### src/rtl/blank_scan_pkg.sv
package blank_scan_pkg;

  typedef enum logic [0:0] {
    ST_IDLE = 1'b0,
    ST_SCAN = 1'b1
  } scanState_t;

  // strobes from control to datapath
  typedef struct packed {
    logic scan;    // scan in progress
    logic load;    // latch a new range
    logic step;    // issue a read and advance
    logic jump;    // hop over an excluded window
    logic finish;  // scan is ending this cycle
  } ctlStrobe_t;

  // status from datapath to control
  typedef struct packed {
    logic exhausted; // current address past the end of the range
    logic excluded;  // current address inside a skipped window
    logic failSeen;  // returned word has at least one zero bit
  } dpStatus_t;

endpackage

### src/rtl/blank_scan_dp.sv
module blank_scan_dp
  import blank_scan_pkg::*;
#(
  parameter int ADDR_W    = 24,
  parameter int WORD_W    = 24,
  parameter int NUM_HOLES = 2,
  parameter logic [NUM_HOLES*ADDR_W-1:0] HOLE_LO = {24'h000080, 24'h000040},
  parameter logic [NUM_HOLES*ADDR_W-1:0] HOLE_HI = {24'h0000BF, 24'h00005F},
  parameter logic [ADDR_W-1:0] ID_LO = 24'hFF0000,
  parameter logic [ADDR_W-1:0] ID_HI = 24'hFF0002
) (
  input  logic              clk,
  input  logic              rstN,
  input  ctlStrobe_t        strb,
  input  logic [ADDR_W-1:0] startAddr,
  input  logic [ADDR_W-1:0] endAddr,
  input  logic [WORD_W-1:0] rdData,
  output dpStatus_t         stat,
  output logic [ADDR_W-1:0] rdAddr,
  output logic              rdEn
);

  localparam int CW = ADDR_W + 1;      // one spare bit so the top address never wraps
  localparam int NW = NUM_HOLES + 1;   // ID window plus unimplemented windows

  logic [CW-1:0]     cur;
  logic [ADDR_W-1:0] last;
  logic              pend;

  logic [ADDR_W-1:0] winLo [NW];
  logic [ADDR_W-1:0] winHi [NW];
  logic [NW-1:0]     hit;
  logic [CW-1:0]     jumpTo;

  assign winLo[0] = ID_LO;
  assign winHi[0] = ID_HI;

  genvar g;
  generate
    for (g = 0; g < NUM_HOLES; g++) begin : gHole
      assign winLo[g+1] = HOLE_LO[g*ADDR_W +: ADDR_W];
      assign winHi[g+1] = HOLE_HI[g*ADDR_W +: ADDR_W];
    end
    for (g = 0; g < NW; g++) begin : gHit
      assign hit[g] = (cur >= {1'b0, winLo[g]}) && (cur <= {1'b0, winHi[g]});
    end
  endgenerate

  // lowest-index matching window wins
  always_comb begin
    jumpTo = cur + CW'(1);
    for (int w = NW - 1; w >= 0; w--) begin
      if (hit[w]) jumpTo = {1'b0, winHi[w]} + CW'(1);
    end
  end

  assign stat.exhausted = cur > {1'b0, last};
  assign stat.excluded  = |hit;
  assign stat.failSeen  = pend && (rdData != {WORD_W{1'b1}});

  assign rdEn   = strb.scan && !stat.exhausted && !stat.excluded;
  assign rdAddr = cur[ADDR_W-1:0];

  always_ff @(posedge clk) begin
    if (!rstN) begin
      cur  <= '0;
      last <= '0;
      pend <= 1'b0;
    end else if (strb.load) begin
      cur  <= {1'b0, startAddr};
      last <= endAddr;
      pend <= 1'b0;
    end else if (strb.step) begin
      cur  <= cur + CW'(1);
      pend <= 1'b1;
    end else if (strb.jump) begin
      cur  <= jumpTo;
      pend <= 1'b0;
    end else if (strb.finish) begin
      pend <= 1'b0;
    end
  end

  assert_read_step_R2: assert property (@(posedge clk) disable iff (!rstN)
    (rdEn && $past(rdEn)) |-> (rdAddr == $past(rdAddr) + ADDR_W'(1)));

  assert_skip_id_R3: assert property (@(posedge clk) disable iff (!rstN)
    rdEn |-> !((rdAddr >= ID_LO) && (rdAddr <= ID_HI)));

  assert_range_held_R8: assert property (@(posedge clk) disable iff (!rstN)
    (strb.scan && $past(strb.scan)) |-> $stable(last));

  assert_no_wrap_R10: assert property (@(posedge clk) disable iff (!rstN)
    (strb.scan && $past(strb.scan) && !$past(strb.load)) |-> (cur >= $past(cur)));

endmodule

### src/rtl/blank_scan_ctrl.sv
module blank_scan_ctrl
  import blank_scan_pkg::*;
(
  input  logic       clk,
  input  logic       rstN,
  input  logic       startPulse,
  input  dpStatus_t  stat,
  output ctlStrobe_t strb,
  output logic       busy,
  output logic       done,
  output logic       isBlank,
  output logic       eraseReq
);

  scanState_t state;

  always_comb begin
    strb      = '0;
    strb.scan = (state == ST_SCAN);
    if (state == ST_IDLE) begin
      strb.load = startPulse;
    end else if (stat.failSeen || stat.exhausted) begin
      strb.finish = 1'b1;
    end else if (stat.excluded) begin
      strb.jump = 1'b1;
    end else begin
      strb.step = 1'b1;
    end
  end

  always_ff @(posedge clk) begin
    if (!rstN) begin
      state    <= ST_IDLE;
      done     <= 1'b0;
      isBlank  <= 1'b0;
      eraseReq <= 1'b0;
    end else begin
      done <= 1'b0;
      if (strb.load) begin
        state <= ST_SCAN;
      end else if (strb.finish) begin
        state    <= ST_IDLE;
        done     <= 1'b1;
        isBlank  <= !stat.failSeen;
        eraseReq <= stat.failSeen;
      end
    end
  end

  assign busy = (state == ST_SCAN);

  assert_verdict_excl_R5: assert property (@(posedge clk) disable iff (!rstN)
    done |-> (isBlank != eraseReq));

  assert_done_pulse_R6: assert property (@(posedge clk) disable iff (!rstN)
    done |=> !done);

  assert_done_idle_R6: assert property (@(posedge clk) disable iff (!rstN)
    done |-> !busy);

  assert_early_stop_R7: assert property (@(posedge clk) disable iff (!rstN)
    (busy && stat.failSeen) |=> (done && eraseReq && !busy));

  assert_busy_start_R8: assert property (@(posedge clk) disable iff (!rstN)
    (!busy && startPulse) |=> busy);

endmodule

### src/rtl/blank_scan.sv
module blank_scan
  import blank_scan_pkg::*;
#(
  parameter int ADDR_W    = 24,
  parameter int WORD_W    = 24,
  parameter int NUM_HOLES = 2,
  parameter logic [NUM_HOLES*ADDR_W-1:0] HOLE_LO = {24'h000080, 24'h000040},
  parameter logic [NUM_HOLES*ADDR_W-1:0] HOLE_HI = {24'h0000BF, 24'h00005F},
  parameter logic [ADDR_W-1:0] ID_LO = 24'hFF0000,
  parameter logic [ADDR_W-1:0] ID_HI = 24'hFF0002
) (
  input  logic              clk,
  input  logic              rstN,
  input  logic              startPulse,
  input  logic [ADDR_W-1:0] startAddr,
  input  logic [ADDR_W-1:0] endAddr,
  input  logic [WORD_W-1:0] rdData,
  output logic [ADDR_W-1:0] rdAddr,
  output logic              rdEn,
  output logic              busy,
  output logic              done,
  output logic              isBlank,
  output logic              eraseReq
);

  ctlStrobe_t strb;
  dpStatus_t  stat;

  blank_scan_ctrl u_ctrl (
    .clk        (clk),
    .rstN       (rstN),
    .startPulse (startPulse),
    .stat       (stat),
    .strb       (strb),
    .busy       (busy),
    .done       (done),
    .isBlank    (isBlank),
    .eraseReq   (eraseReq)
  );

  blank_scan_dp #(
    .ADDR_W    (ADDR_W),
    .WORD_W    (WORD_W),
    .NUM_HOLES (NUM_HOLES),
    .HOLE_LO   (HOLE_LO),
    .HOLE_HI   (HOLE_HI),
    .ID_LO     (ID_LO),
    .ID_HI     (ID_HI)
  ) u_dp (
    .clk       (clk),
    .rstN      (rstN),
    .strb      (strb),
    .startAddr (startAddr),
    .endAddr   (endAddr),
    .rdData    (rdData),
    .stat      (stat),
    .rdAddr    (rdAddr),
    .rdEn      (rdEn)
  );

endmodule

### config.mk
export PLATFORM = sky130hd
export DESIGN_NAME = blank_scan
export DESIGN_NICKNAME = d
export VERILOG_FILES = /design/src/rtl/blank_scan_pkg.sv /design/src/rtl/blank_scan_dp.sv /design/src/rtl/blank_scan_ctrl.sv /design/src/rtl/blank_scan.sv
export SDC_FILE = /design/constraint.sdc
export NUM_CORES = 1
export LEC_CHECK = 0
export ABC_AREA = 0
export BUFFER_PORTS_ARGS = -buffer_cell sky130_fd_sc_hd__buf_4
export CORE_UTILIZATION = 40
export DETAILED_ROUTE_END_ITERATION = 8
export MAX_ROUTING_LAYER = met4
export PLACE_DENSITY = 0.66
export SYNTH_ARGS = -nofsm -noshare
export SYNTH_HDL_FRONTEND = slang
export SYNTH_SLANG_ARGS = --single-unit
export TNS_END_PERCENT = 10
### constraint.sdc
create_clock -name clk -period 2.5 [get_ports clk]
set_input_delay 0.125 -clock clk [delete_from_list [all_inputs] [get_ports clk]]
set_output_delay 0.125 -clock clk [all_outputs]
set_load 0.02 [all_outputs]
### Word level (Yosys, flattened, before mapping)

Cells that the tools add are included.
Widths: inputs -> output; s select.

| cells by class | value |
|---|---|
| bitwise operators | 2 |
| shifts and indexed selects | 0 |
| reduce and logical (&&, ||, !) cells | 17 |
| muxes and demuxes | 17 |
| magnitude comparators | 7 |
| $mul | 0 |
| divide/modulo/power cells | 0 |
| equal/unequal tests | 1 |
| add/sub/neg operators | 1 |

Operators with widths:

| operator | count |
|---|---|
| $mux 25 | 5 |
| $add 25x1->25 const B | 1 |
| $ge 25x24->1 const B | 1 |
| $ge 25x7->1 const B | 1 |
| $ge 25x8->1 const B | 1 |
| $gt 25x24->1 | 1 |
| $le 25x24->1 const B | 1 |
| $le 25x7->1 const B | 1 |
| $le 25x8->1 const B | 1 |
| $mux 24 | 1 |
| $ne 24x24->1 const B | 1 |
| $mux 1 | 9 |
| $logic_and 1x1->1 | 6 |
| $reduce_bool 3->1 | 2 |
| $reduce_bool 2->1 | 2 |
| $logic_not 1->1 | 3 |
| $mux 3 | 1 |
| $reduce_or 3->1 | 1 |
| $mux 2 | 1 |
| $not 1->1 | 2 |
| $reduce_and 2->1 | 1 |
| $reduce_or 2->1 | 1 |
| $logic_or 1x1->1 | 1 |

| word-level totals | value |
|---|---|
| bits in read-only memories | 0 |
| bits in registers | 54 |
| output and inout bits | 29 |
| memories | 0 |
| bits in writable memories | 0 |
| word-level logic and storage cells | 53 |
| latch bits | 0 |
| bits of input ports | 75 |

### Depth between registers and ports, before layout

Gate-level depths: netlist of run 1.

| depth | value |
|---|---|
| word-level depth | 9 |
| mapped depth | 11 |
| gate-level depth less buffers | 9 |

### Hierarchy

A second synthesis of run 1 with hierarchy kept.

| second synthesis, totals | value |
|---|---|
| cells, all modules | 447 |
| area total of the unflattened synthesis | 3629.7 µm² |

Modules (own cells, without submodules):

| module | area an instance (µm²) | seq. area each (µm²) | cells each | times used |
|---|---|---|---|---|
| blank_scan_dp | 3453.3 | 1001.0 | 429 | 1 |
| blank_scan_ctrl | 176.4 | 80.1 | 18 | 1 |

### Worst setup path after synthesis of run 1

OpenSTA, ideal clock, no wires.

| timing path | value |
|---|---|
| path kind | register to register |
| start | register u_dp.cur[22] |
| end | register u_dp.cur[13] |
| required time | 2426 ps |
| setup slack | 29 ps |
| clock period less this slack | 2471 ps |
| buffers on the path | 1 |
| setup time | 74 ps |
| cell stages (with the launch flop) | 10 |
| arrival | 2396 ps |
| cells stage by stage | dfxtp_1 -> ha_1 -> a21o_1 -> a211o_1 -> a221o_1 -> a211o_1 -> a21o_1 -> buf_6 -> or3_1 -> a31oi_1 |

| between the ends | value |
|---|---|
| longest elaborated chain between the ends | 8 |
| elaborated cells between the ends (all ways) | 23 |
| those cells by class | order compare: 7; mux: 10; reduce/logical: 6 |

RTL lines:

| item | RTL line | source |
|---|---|---|
| start, declared | blank_scan_dp.sv:26 | `logic [CW-1:0] cur;` |
| start signal, assigned | blank_scan_dp.sv:70 | `cur <= {1'b0, startAddr};` |
| start signal, assigned | blank_scan_dp.sv:74 | `cur <= cur + CW'(1);` |
| start signal, assigned | blank_scan_dp.sv:77 | `cur <= jumpTo;` |
| $ge 25x24->1, or another cell as far along | blank_scan_dp.sv:45 | `assign hit[g] = (cur >= {1'b0, winLo[g]}) && (cur <= {1'b0, winHi[g]});` |
| $logic_and 1x1->1 | blank_scan_dp.sv:45 |  |
| $reduce_or 3->1 or $mux 25 (tied branches) | blank_scan_dp.sv:58, blank_scan_dp.sv:53 |  |
| $mux 1 or $mux 25 (tied branches) | blank_scan_ctrl.sv:24, blank_scan_dp.sv:53 |  |
| $mux 2 or $mux 25 (tied branches) | blank_scan_ctrl.sv:22, blank_scan_dp.sv:53 |  |
| $mux 3 or $mux 25 (tied branches) | blank_scan_ctrl.sv:20, blank_scan_dp.sv:76 |  |
| $mux 25 | blank_scan_dp.sv:73 | `end else if (strb.step) begin` |
| $mux 24 | blank_scan_dp.sv:69 | `end else if (strb.load) begin` |

Parallel ways exist; a longest one is shown, timed or not. The select of a mux whose other input is x is not followed.
A chain may end at the register's enable or synchronous reset.

### Worst setup path in the final report of run 1

| timing path | value |
|---|---|
| start | register u_dp.cur[19] |
| end | register u_dp.cur[5] |

The elaborated chain is that of the path after synthesis.

==> metrics, run 1 <==
run status=finished, violations left; violated checks=DRC; ys flop type=dfxtp_1; top layer in use=met4; Setup CP Type=reg2reg; clock share of power=21.7%; input/output buffers=103; ys async rst share=0%; row count=34; PnR Total Power=2.58 mW; core area=8850 um^2; unrepaired setup endpoints after global routing=true; Initial Util=41.7%; HP Start=endAddr[12]; Synth area leaders=dfxtp_1 29%, ha_1 8.8%, nand2_1 8.6%; Leak Pwr=2.23 nW; Area Growth Syn to Fin=40.1%; die footprint=9620 um^2; internal power=1.66 mW; Critical Path AT=2.70 ns; met1 WL=5130 um; largest net degree at the start of global routing=47; CTS tree=built; # IOs=104; CTS Buf Count=5; Worst setup EP type=flip-flop; Clock Pin Slew Worst Setup and Hold Paths=0.11 ns; relative slew slack=53.9%; Sw Share=35.7%; Synth top area share=29.3%; switching power=0.921 mW; Synth cell types=64; cell area after layout=5170 um^2; GRT overflow=0; commonest non-fill, non-tap cell in the layout=buf_4; Final Hold Fails=0; pwr dens=499 nW/um^2; DRT iter0 DRCs=263; Comb pwr share=40.2%; CP delay by family, top=compound AO/OA/AOI/OAI gates; vias in the first global route=3744; Fillers=814; Hold Path Class=in2reg; fin crit share=99.9%; drt drc=11; syn_area_per_cell=7.63 um^2; worst slew pin tran=0.689 ns; Setup crit start=u_dp.cur[19]$_SDFFE_PN0P_; initial antenna violation count=0; sequential fraction of the synthesis area=29.3%; Synth Net Count=585; DR WL met3=921 um; CTS Sinks=54; Post-synth EDFFs=0; global-route wire length before repair=18600 um; post-DR vias/cell=5.64; nets=708; root buffer cell=clkbuf_8; Netlist Area Pre-Place=3690 um^2; H-tree depth=2; drt wl/cell=16.7 um; Skew-Pair Late Insertion Delay=0.32 ns; worst-path cell chain=ha_4 -> nand4_1 -> buf_4 -> nor2_2 -> a221o_1 -> a211o_1 -> buf_6 -> a21oi_4 -> buf_6 -> a31oi_1 -> a32o_1; CP max-delay cell=dfxtp_1; final WL=11900 um; via count=4040; Yosys top cell by area=dfxtp_1; fraction of layout cells with a size suffix above 1=39.6%; Worst R2R Start=u_dp.cur[19]$_SDFFE_PN0P_; share of power burned in registers=38.1%; Yosys warning total=0; Total GRT Usage=24.9%; Die Y=98.1 um; Synth Register Bits=54; hold buffers post-CTS=0; synthesized instance count=484; Final Setup Violations=0; Max-Cap Viols=0; TritonRoute pass-1 iters=7; placed cell area=4750 um^2; peak supply drop=0.000259 V; most frequent cells in the layout=155 x buf_4, 85 x nand2_1, 43 x a21oi_1; most frequent CP cell=buf_6; fmax=400 MHz; final critical-path required period=2.50 ns; CP bufs+invs=3; Die Wd=98.1 um; Crit Path Max Fanout=6; skew final=0.0110 ns; routability cong.=0.961; CP required=2.71 ns; ANT cells=0; Final Slew Violations=0; Setup crit start kind=flip-flop; CP max stage delay=0.41 ns; routed wl met2=5580 um; Final ANT Viol Nets=0; Longest Clk Path Bufs=2; DP Wirelength=8640 um
cell families after synthesis:
group / synth area share [%]
AO/OA/AOI/OAI: 25.6
XOR/XNOR: 0.475
flip-flops: 29.3
AND/OR/NAND/NOR: 23.4
buffers and inverters: 12.0
adder cells (fa/ha/maj): 8.81
multiplexers: 0.542
timing repair:
action                                  CTS  global route
pin swaps                                 7            18
gates cloned                              1             0
resized for setup                        27            41
buffers inserted                          1             2
endpoints found under the setup margin   20            29
path summary, 6_finish.rpt:
| kind | to | slack [ns] | cells past startpoint |
|---|---|---|---|
| setup / recovery | u_dp.cur[5]$_SDFFE_PN0P_ | 0.003 | 11 |
| hold / removal | u_dp.last[12]$_SDFFE_PN0P_ | 0.03 | 3 |
| setup reg to reg | u_dp.cur[5]$_SDFFE_PN0P_ | 0.003 | 11 |
| hold reg to reg | u_dp.last[19]$_SDFFE_PN0P_ | 0.46 | 2 |
routing by layer:
metal | up-vias | track usage (%)
met4 | 0 | 8.97
met5 | - | -
li1 | 1959 | -
met3 | 31 | 3.79
met1 | 1854 | 32.2
met2 | 196 | 39.3
cell type report:
| class | count | area [um^2] | area share, % |
|---|---|---|---|
| flip-flops and latches | 54 | 1100 | 21.3 |
| clock buffers | 7 | 96.3 | 1.86 |
| well taps | 108 | 135 | 2.61 |
| multi-input cells | 348 | 2430 | 46.9 |
| inverters | 34 | 128 | 2.47 |
| repair buffers | 164 | 1280 | 24.7 |
| clock inverters | 1 | 8.76 | 0.169 |
state kept, by name (all words and copies together), names as in the netlist:
name             cells
u_dp.cur            25
u_ctrl.done          1
u_ctrl.isBlank       1
u_ctrl.busy          1
u_dp.pend            1
u_ctrl.eraseReq      1
u_dp.last           24
worst reg2reg max path, cell delays in order (launching register included):
cell     delay (ns)
dfxtp_1        0.41
ha_4           0.23
nand4_1        0.16
buf_4          0.15
nor2_2         0.03
a221o_1        0.34
a211o_1        0.27
buf_6          0.15
a21oi_4        0.19
buf_6          0.16
a31oi_1        0.08
a32o_1         0.22
cell usage after synthesis (3+ instances only):
cell,instances
a211o_1,4
a211oi_1,8
a21o_1,11
a21oi_1,48
a221oi_1,3
a22oi_1,6
a31oi_1,6
and2_1,3
and3_1,6
and4_1,3
buf_2,3
buf_4,26
clkbuf_1,13
dfxtp_1,54
ha_1,26
inv_1,34
nand2_1,85
nand3_1,13
nand4_1,12
nor2_1,22
nor3_1,10
nor4_1,6
o211ai_1,3
o21ai_0,20
o21bai_1,3
o31ai_1,5
or3_1,4
power groups by stage:
stage / clock, mW / sequential (mW) / combinational, mW
6_report: 0.561 / 0.983 / 1.04
5_1_grt: 0.616 / 0.992 / 1.12
4_1_cts: 0.571 / 0.973 / 0.965
3_5_place_dp: 0 / 0.989 / 0.929
3_3_place_gp: 0 / 0.988 / 0.912
2_1_floorplan: 0 / 1.01 / 0.531
stage by stage:
step / setup WS [ns] / util [%] / setup TNS, ns / hold slack [ns] / std cells
floorplan: 0.0294 / - / 0 / 0.261 / 484
global placement: -0.0332 / 53.6 / -0.128 / 0.372 / 704
detailed placement: -0.119 / 53.6 / -0.786 / 0.383 / 704
CTS: 0.000245 / 55.9 / 0 / 0.0381 / 714
global route: -0.0523 / 58.4 / -0.474 / 0.0392 / 716
finish: 0.00293 / 58.4 / 0 / 0.0324 / 716
Note: power is estimated with default switching activity, not from simulation.
==> run 2: changes to the inputs <==
- PLACE_DENSITY: 0.66 -> 0.65
==> metrics, run 2 (synthesized netlist as in run 1, its figures left out) <==
run status=finished, violations left; violated checks=DRC, setup timing; Skew-Pair Late Insertion Delay=0.32 ns (about the same); via count=4048 (+0.20%); Die Wd=98.1 um (unchanged); Total GRT Usage=25.5% (+0.60 points); row count=34 (unchanged); CP required=2.72 ns (about the same); Placement Setup Slack=-0.155 ns (-0.0354 ns); CTS Buf Count=5 (unchanged); global-route wire length before repair=19300 um (+3.7%); Final TNS setup=-0.111 ns (-0.111 ns); max reg flops=25 (unchanged); Final ANT Viol Nets=0 (unchanged); Setup crit start kind=flip-flop; Crit Path Max Fanout=8 (+2); fraction of layout cells with a size suffix above 1=40.2% (+0.52 points); fin crit share=102% (+1.8 points); Setup CP Type=reg2reg; TritonRoute pass-1 iters=7 (unchanged); Final Setup Violations=5 (+5); final WL=11900 um (-0.37%); die footprint=9620 um^2 (unchanged); nets=715 (+0.99%); skew final=0.00875 ns (-0.00221 ns); Critical Path AT=2.76 ns (+0.06 ns); relative slew slack=56.9% (+3.0 points); Leak Pwr=2.26 nW (+1.2%); Area Growth Syn to Fin=40.1% (about the same); DP Wirelength=8840 um (+2.3%); Hold Path Class=in2reg; CTS Sinks=54 (unchanged); Fillers=848 (+4.2%); Clock Pin Slew Worst Setup and Hold Paths=0.11 ns (about the same); Final Hold Fails=0 (unchanged); fmax=393 MHz (-1.7%); Longest Clk Path Bufs=2 (unchanged); input/output buffers=103 (unchanged); H-tree depth=2 (unchanged); ANT cells=0 (unchanged); most flop-heavy register=u_dp.cur; Seq. cell area=1110 um^2 (+0.57%); unrepaired setup endpoints after global routing=true; largest net degree at the start of global routing=38 (-19%); vias in the first global route=3881 (+3.7%); Die Y=98.1 um (unchanged); initial antenna violation count=0 (unchanged); most frequent cells in the layout=164 x buf_4, 85 x nand2_1, 45 x a21oi_1; hold buffers post-CTS=0 (unchanged); multi-input logic area=2390 um^2 (-1.3%); PnR Total Power=2.56 mW (-0.80%); post-DR vias/cell=5.60 (-0.77%); commonest non-fill, non-tap cell in the layout=buf_4; biggest regs=u_dp.cur x25, u_dp.last x24; Max-Cap Viols=0 (unchanged); GRT overflow=0 (unchanged); core area=8850 um^2 (unchanged); worst slew pin tran=0.645 ns (-0.0447 ns); cell area after layout=5170 um^2 (about the same); Final Slew Violations=0 (unchanged); drt wl/cell=16.5 um (-1.3%); DRT iter0 DRCs=275 (+4.6%); placed cell area=4760 um^2 (+0.21%); routability cong.=0.952 (-1.0%); Worst setup EP type=flip-flop; pwr dens=495 nW/um^2 (-0.82%); # IOs=104 (unchanged); Fin Hold WS=0.0352 ns (+0.00284 ns); root buffer cell=clkbuf_8; CTS tree=built; final critical-path required period=2.54 ns (+0.0442 ns); Worst Slack Setup Final=-0.0413 ns (-0.0442 ns); drt drc=10 (-1); peak supply drop=0.000252 V (-2.7%); Initial Util=41.7% (unchanged)
==> run 2: cell types whose count changed in the layout (fill, tap and decap cells not counted), sizes merged <==
cell	change
clkbuf	-1
buf	+7
clkinvlp	+1
==> run 2: worst max-delay path: stages (launching register included) <==
cell      delay (ns)
dfxtp_2         0.35
inv_2           0.05
ha_4            0.22
nand4_1         0.18
buf_4           0.16
nor2_2          0.03
a221o_1         0.33
a211o_1         0.31
buf_6           0.15
a21oi_4         0.19
buf_12          0.16
a211oi_1        0.09
a211oi_2        0.23
==> run 2: cell type report <==
cell class                      instances  area share, %
Clock inverter                          2          0.242
Multi-Input combinational cell        348           46.3
Tap cell                              108           2.61
Sequential cell                        54           21.4
Timing Repair Buffer                  171           25.4
Inverter                               34           2.47
Clock buffer                            6           1.60
==> run 2: timing repair <==
action | in CTS | in global routing
endpoints found under the setup margin | 21 | 28
gates resized for setup | 21 | 49
pin swaps | 8 | 19
endpoints found under the hold margin | 0 | 0
setup buffers | 2 | 5
cloned | 0 | 1
==> run 2: metal layers <==
| layer | GRT usage (%) | part of all wire (%) | up-vias |
|---|---|---|---|
| met5 | - | 0 | - |
| met4 | 8.04 | 1.7 | 0 |
| met3 | 4.01 | 6.1 | 18 |
| met2 | 40.5 | 47 | 154 |
| met1 | 33.2 | 46 | 1899 |
| li1 | - | - | 1977 |
==> run 2: stage by stage <==
stage	util, %	instances
2_1_floorplan	-	484
3_3_place_gp	53.7	707
3_5_place_dp	53.7	707
4_1_cts	56.0	717
5_1_grt	58.5	723
6_report	58.5	723
==> run 2: final timing paths <==
kind,slack [ns],to,startpoint,cells after the start
worst max-delay path,-0.04,u_dp.cur[16]$_SDFFE_PN0P_,u_dp.last[17]$_SDFFE_PN0P_,12
worst min-delay path,0.04,u_dp.last[20]$_SDFFE_PN0P_,endAddr[20],3
worst max register to register,-0.04,u_dp.cur[16]$_SDFFE_PN0P_,u_dp.last[17]$_SDFFE_PN0P_,12
worst min register to register,0.46,u_dp.last[11]$_SDFFE_PN0P_,u_dp.last[11]$_SDFFE_PN0P_,2
==> run 2: report_power, final <==
part / switching, mW / leakage, nW / internal (mW)
logic: 0.557 / 1.76 / 0.479
clock network: 0.317 / 0.0472 / 0.224
registers: 0.0513 / 0.451 / 0.932
total: 0.925 / 2.26 / 1.64
==> run 3: changes to the inputs <==
- SKIP_CTS_REPAIR_TIMING: default -> 1
==> metrics, run 3 (synthesized netlist as in run 1, its figures left out) <==
run status=finished, violations left; violated checks=DRC, setup timing; Max-Cap Viols=0 (unchanged); Final TNS setup=-0.151 ns (-0.0392 ns); input/output buffers=103 (unchanged); CTS tree=built; Critical Path AT=2.76 ns (about the same); via count=4027 (-0.52%); fmax=392 MHz (-0.46%); Skew-Pair Late Insertion Delay=0.31 ns (about the same); die footprint=9620 um^2 (unchanged); Final Slew Violations=0 (unchanged); Final Hold Fails=0 (unchanged); vias in the first global route=3875 (-0.15%); max reg flops=25 (unchanged); Leak Pwr=2.25 nW (-0.53%); Crit Path Max Fanout=6 (-2); Comb pwr share=40.2% (-0.2 points); most frequent cells in the layout=166 x buf_4, 85 x nand2_1, 46 x a21oi_1; unrepaired setup endpoints after global routing=true; TritonRoute pass-1 iters=7 (unchanged); share of power burned in registers=38.6% (+0.2 points); worst-path cell chain=inv_2 -> ha_4 -> a21o_1 -> a21o_1 -> a221o_1 -> a211o_1 -> buf_6 -> a21oi_4 -> buf_6 -> a31oi_4 -> a32o_1; Sw Share=35.9% (-0.27 points); Setup crit start kind=flip-flop; DP Wirelength=8840 um (unchanged); routability cong.=0.952 (unchanged); r2r setup slk=-0.05 ns (about the same); CP max stage delay=0.35 ns (about the same); Total GRT Usage=25.2% (-0.28 points); nets=715 (unchanged); CP bufs+invs=3 (-1); Final ANT Viol Nets=0 (unchanged); internal power=1.62 mW (-0.70%); CP delay by family, top=compound AO/OA/AOI/OAI gates; Initial Util=41.7% (unchanged); Die Wd=98.1 um (unchanged); Area Growth Syn to Fin=37.2%; biggest regs=u_dp.cur x25, u_dp.last x24; initial antenna violation count=0 (unchanged); Setup CP Type=reg2reg; ANT cells=0 (unchanged); relative slew slack=58.2% (+1.3 points); Worst Slack Setup Final=-0.0529 ns (-0.0116 ns); Die Y=98.1 um (unchanged); commonest non-fill, non-tap cell in the layout=buf_4; final WL=11800 um (-0.64%); CTS Sinks=54 (unchanged); CTS Buf Count=5 (unchanged); Longest Clk Path Bufs=2 (unchanged); root buffer cell=clkbuf_8; Final Setup Violations=6 (+1); skew final=0.00816 ns (-0.000594 ns); largest net degree at the start of global routing=38 (unchanged); CP max-delay cell=dfxtp_2; DRT iter0 DRCs=203 (-26%); CP required=2.71 ns (about the same); Clock Pin Slew Worst Setup and Hold Paths=0.11 ns (about the same); Fillers=863 (+1.8%); fin crit share=102% (+0.47 points); drt wl/cell=16.4 um (-0.64%); # IOs=104 (unchanged); Worst setup EP type=flip-flop; post-DR vias/cell=5.57 (-0.52%); row count=34 (unchanged); core area=8850 um^2 (unchanged); clock share of power=21.2% (about the same); worst slew pin tran=0.627 ns (-0.0176 ns); GRT overflow=0 (unchanged); peak supply drop=0.000253 V (+0.37%); H-tree depth=2 (unchanged); most flop-heavy register=u_dp.cur; final critical-path required period=2.55 ns (+0.0116 ns); switching power=0.908 mW (-1.9%); fraction of layout cells with a size suffix above 1=36.9% (-3.3 points); placed cell area=4760 um^2 (unchanged); drt drc=10 (unchanged); Hold Path Class=in2reg; cell area after layout=5060 um^2 (-2.1%); global-route wire length before repair=19100 um (-1.3%); pwr dens=500 nW/um^2 (+0.98%)
run 3: cell types whose count changed in the layout (fill, tap and decap cells not counted), moves of 6 or more:
cell | before | now
inv_1 | 27 | 33
dfxtp_1 | 33 | 39
ha_4 | 9 | 3
inv_2 | 7 | 1
dfxtp_2 | 21 | 15
ha_1 | 16 | 22
run 3: layout make-up:
| class | instances | area [um^2] | share of cell area [%] |
|---|---|---|---|
| Clock inverter | 2 | 12.5 | 0.247 |
| Multi-Input combinational cell | 348 | 2300 | 45.5 |
| Timing Repair Buffer | 171 | 1310 | 25.8 |
| Inverter | 34 | 128 | 2.52 |
| Sequential cell | 54 | 1100 | 21.7 |
| Clock buffer | 6 | 82.6 | 1.63 |
| Tap cell | 108 | 135 | 2.67 |
run 3: stage by stage:
| step | instances | power [mW] | util [%] | worst slack, ns | hold WS, ns |
|---|---|---|---|---|---|
| after floorplan | 484 | 1.54 | - | 0.0294 | 0.261 |
| after global placement | 707 | 1.91 | 53.7 | -0.0710 | 0.370 |
| after detailed placement | 707 | 1.92 | 53.7 | -0.155 | 0.376 |
| after CTS | 715 | 2.46 | 54.8 | -0.294 | 0.0405 |
| after global routing | 723 | 2.68 | 57.2 | -0.117 | 0.0315 |
| final | 723 | 2.53 | 57.2 | -0.0529 | 0.0373 |
run 3: worst register-to-register path, stage by stage (launching register included):
cell     delay [ns]
dfxtp_2        0.35
inv_2          0.04
ha_4           0.21
a21o_1         0.18
a21o_1         0.15
a221o_1        0.35
a211o_1        0.35
buf_6          0.15
a21oi_4        0.22
buf_6          0.16
a31oi_4        0.07
a32o_1         0.22
run 3: metal layers:
metal | share of wire, % | wire length [um] | global-route usage, % | vias to the layer above
met2 | 46 | 5480 | 40.1 | 157
li1 | - | - | - | 1973
met3 | 6.6 | 779 | 4.01 | 20
met5 | 0 | 0 | - | -
met1 | 45 | 5340 | 32.6 | 1877
met4 | 2.0 | 231 | 8.28 | 0
run 3: worst paths after layout:
path                             startpoint                          to  cells after the start
setup / recovery  u_dp.last[6]$_SDFFE_PN0P_    u_dp.cur[5]$_SDFFE_PN0P_                     11
hold / removal                  endAddr[20]  u_dp.last[20]$_SDFFE_PN0P_                      3
setup reg to reg  u_dp.last[6]$_SDFFE_PN0P_    u_dp.cur[5]$_SDFFE_PN0P_                     11
hold reg to reg   u_dp.last[5]$_SDFFE_PN0P_   u_dp.last[5]$_SDFFE_PN0P_                      2
run 3: power by group through the flow:
stage          Combinational [mW]  Sequential, mW  Clock (mW)
6_report                     1.02           0.976       0.538
5_1_grt                      1.11           0.985       0.583
4_1_cts                     0.935           0.970       0.555
3_5_place_dp                0.932           0.990           0
3_3_place_gp                0.917           0.989           0
2_1_floorplan               0.531            1.01           0
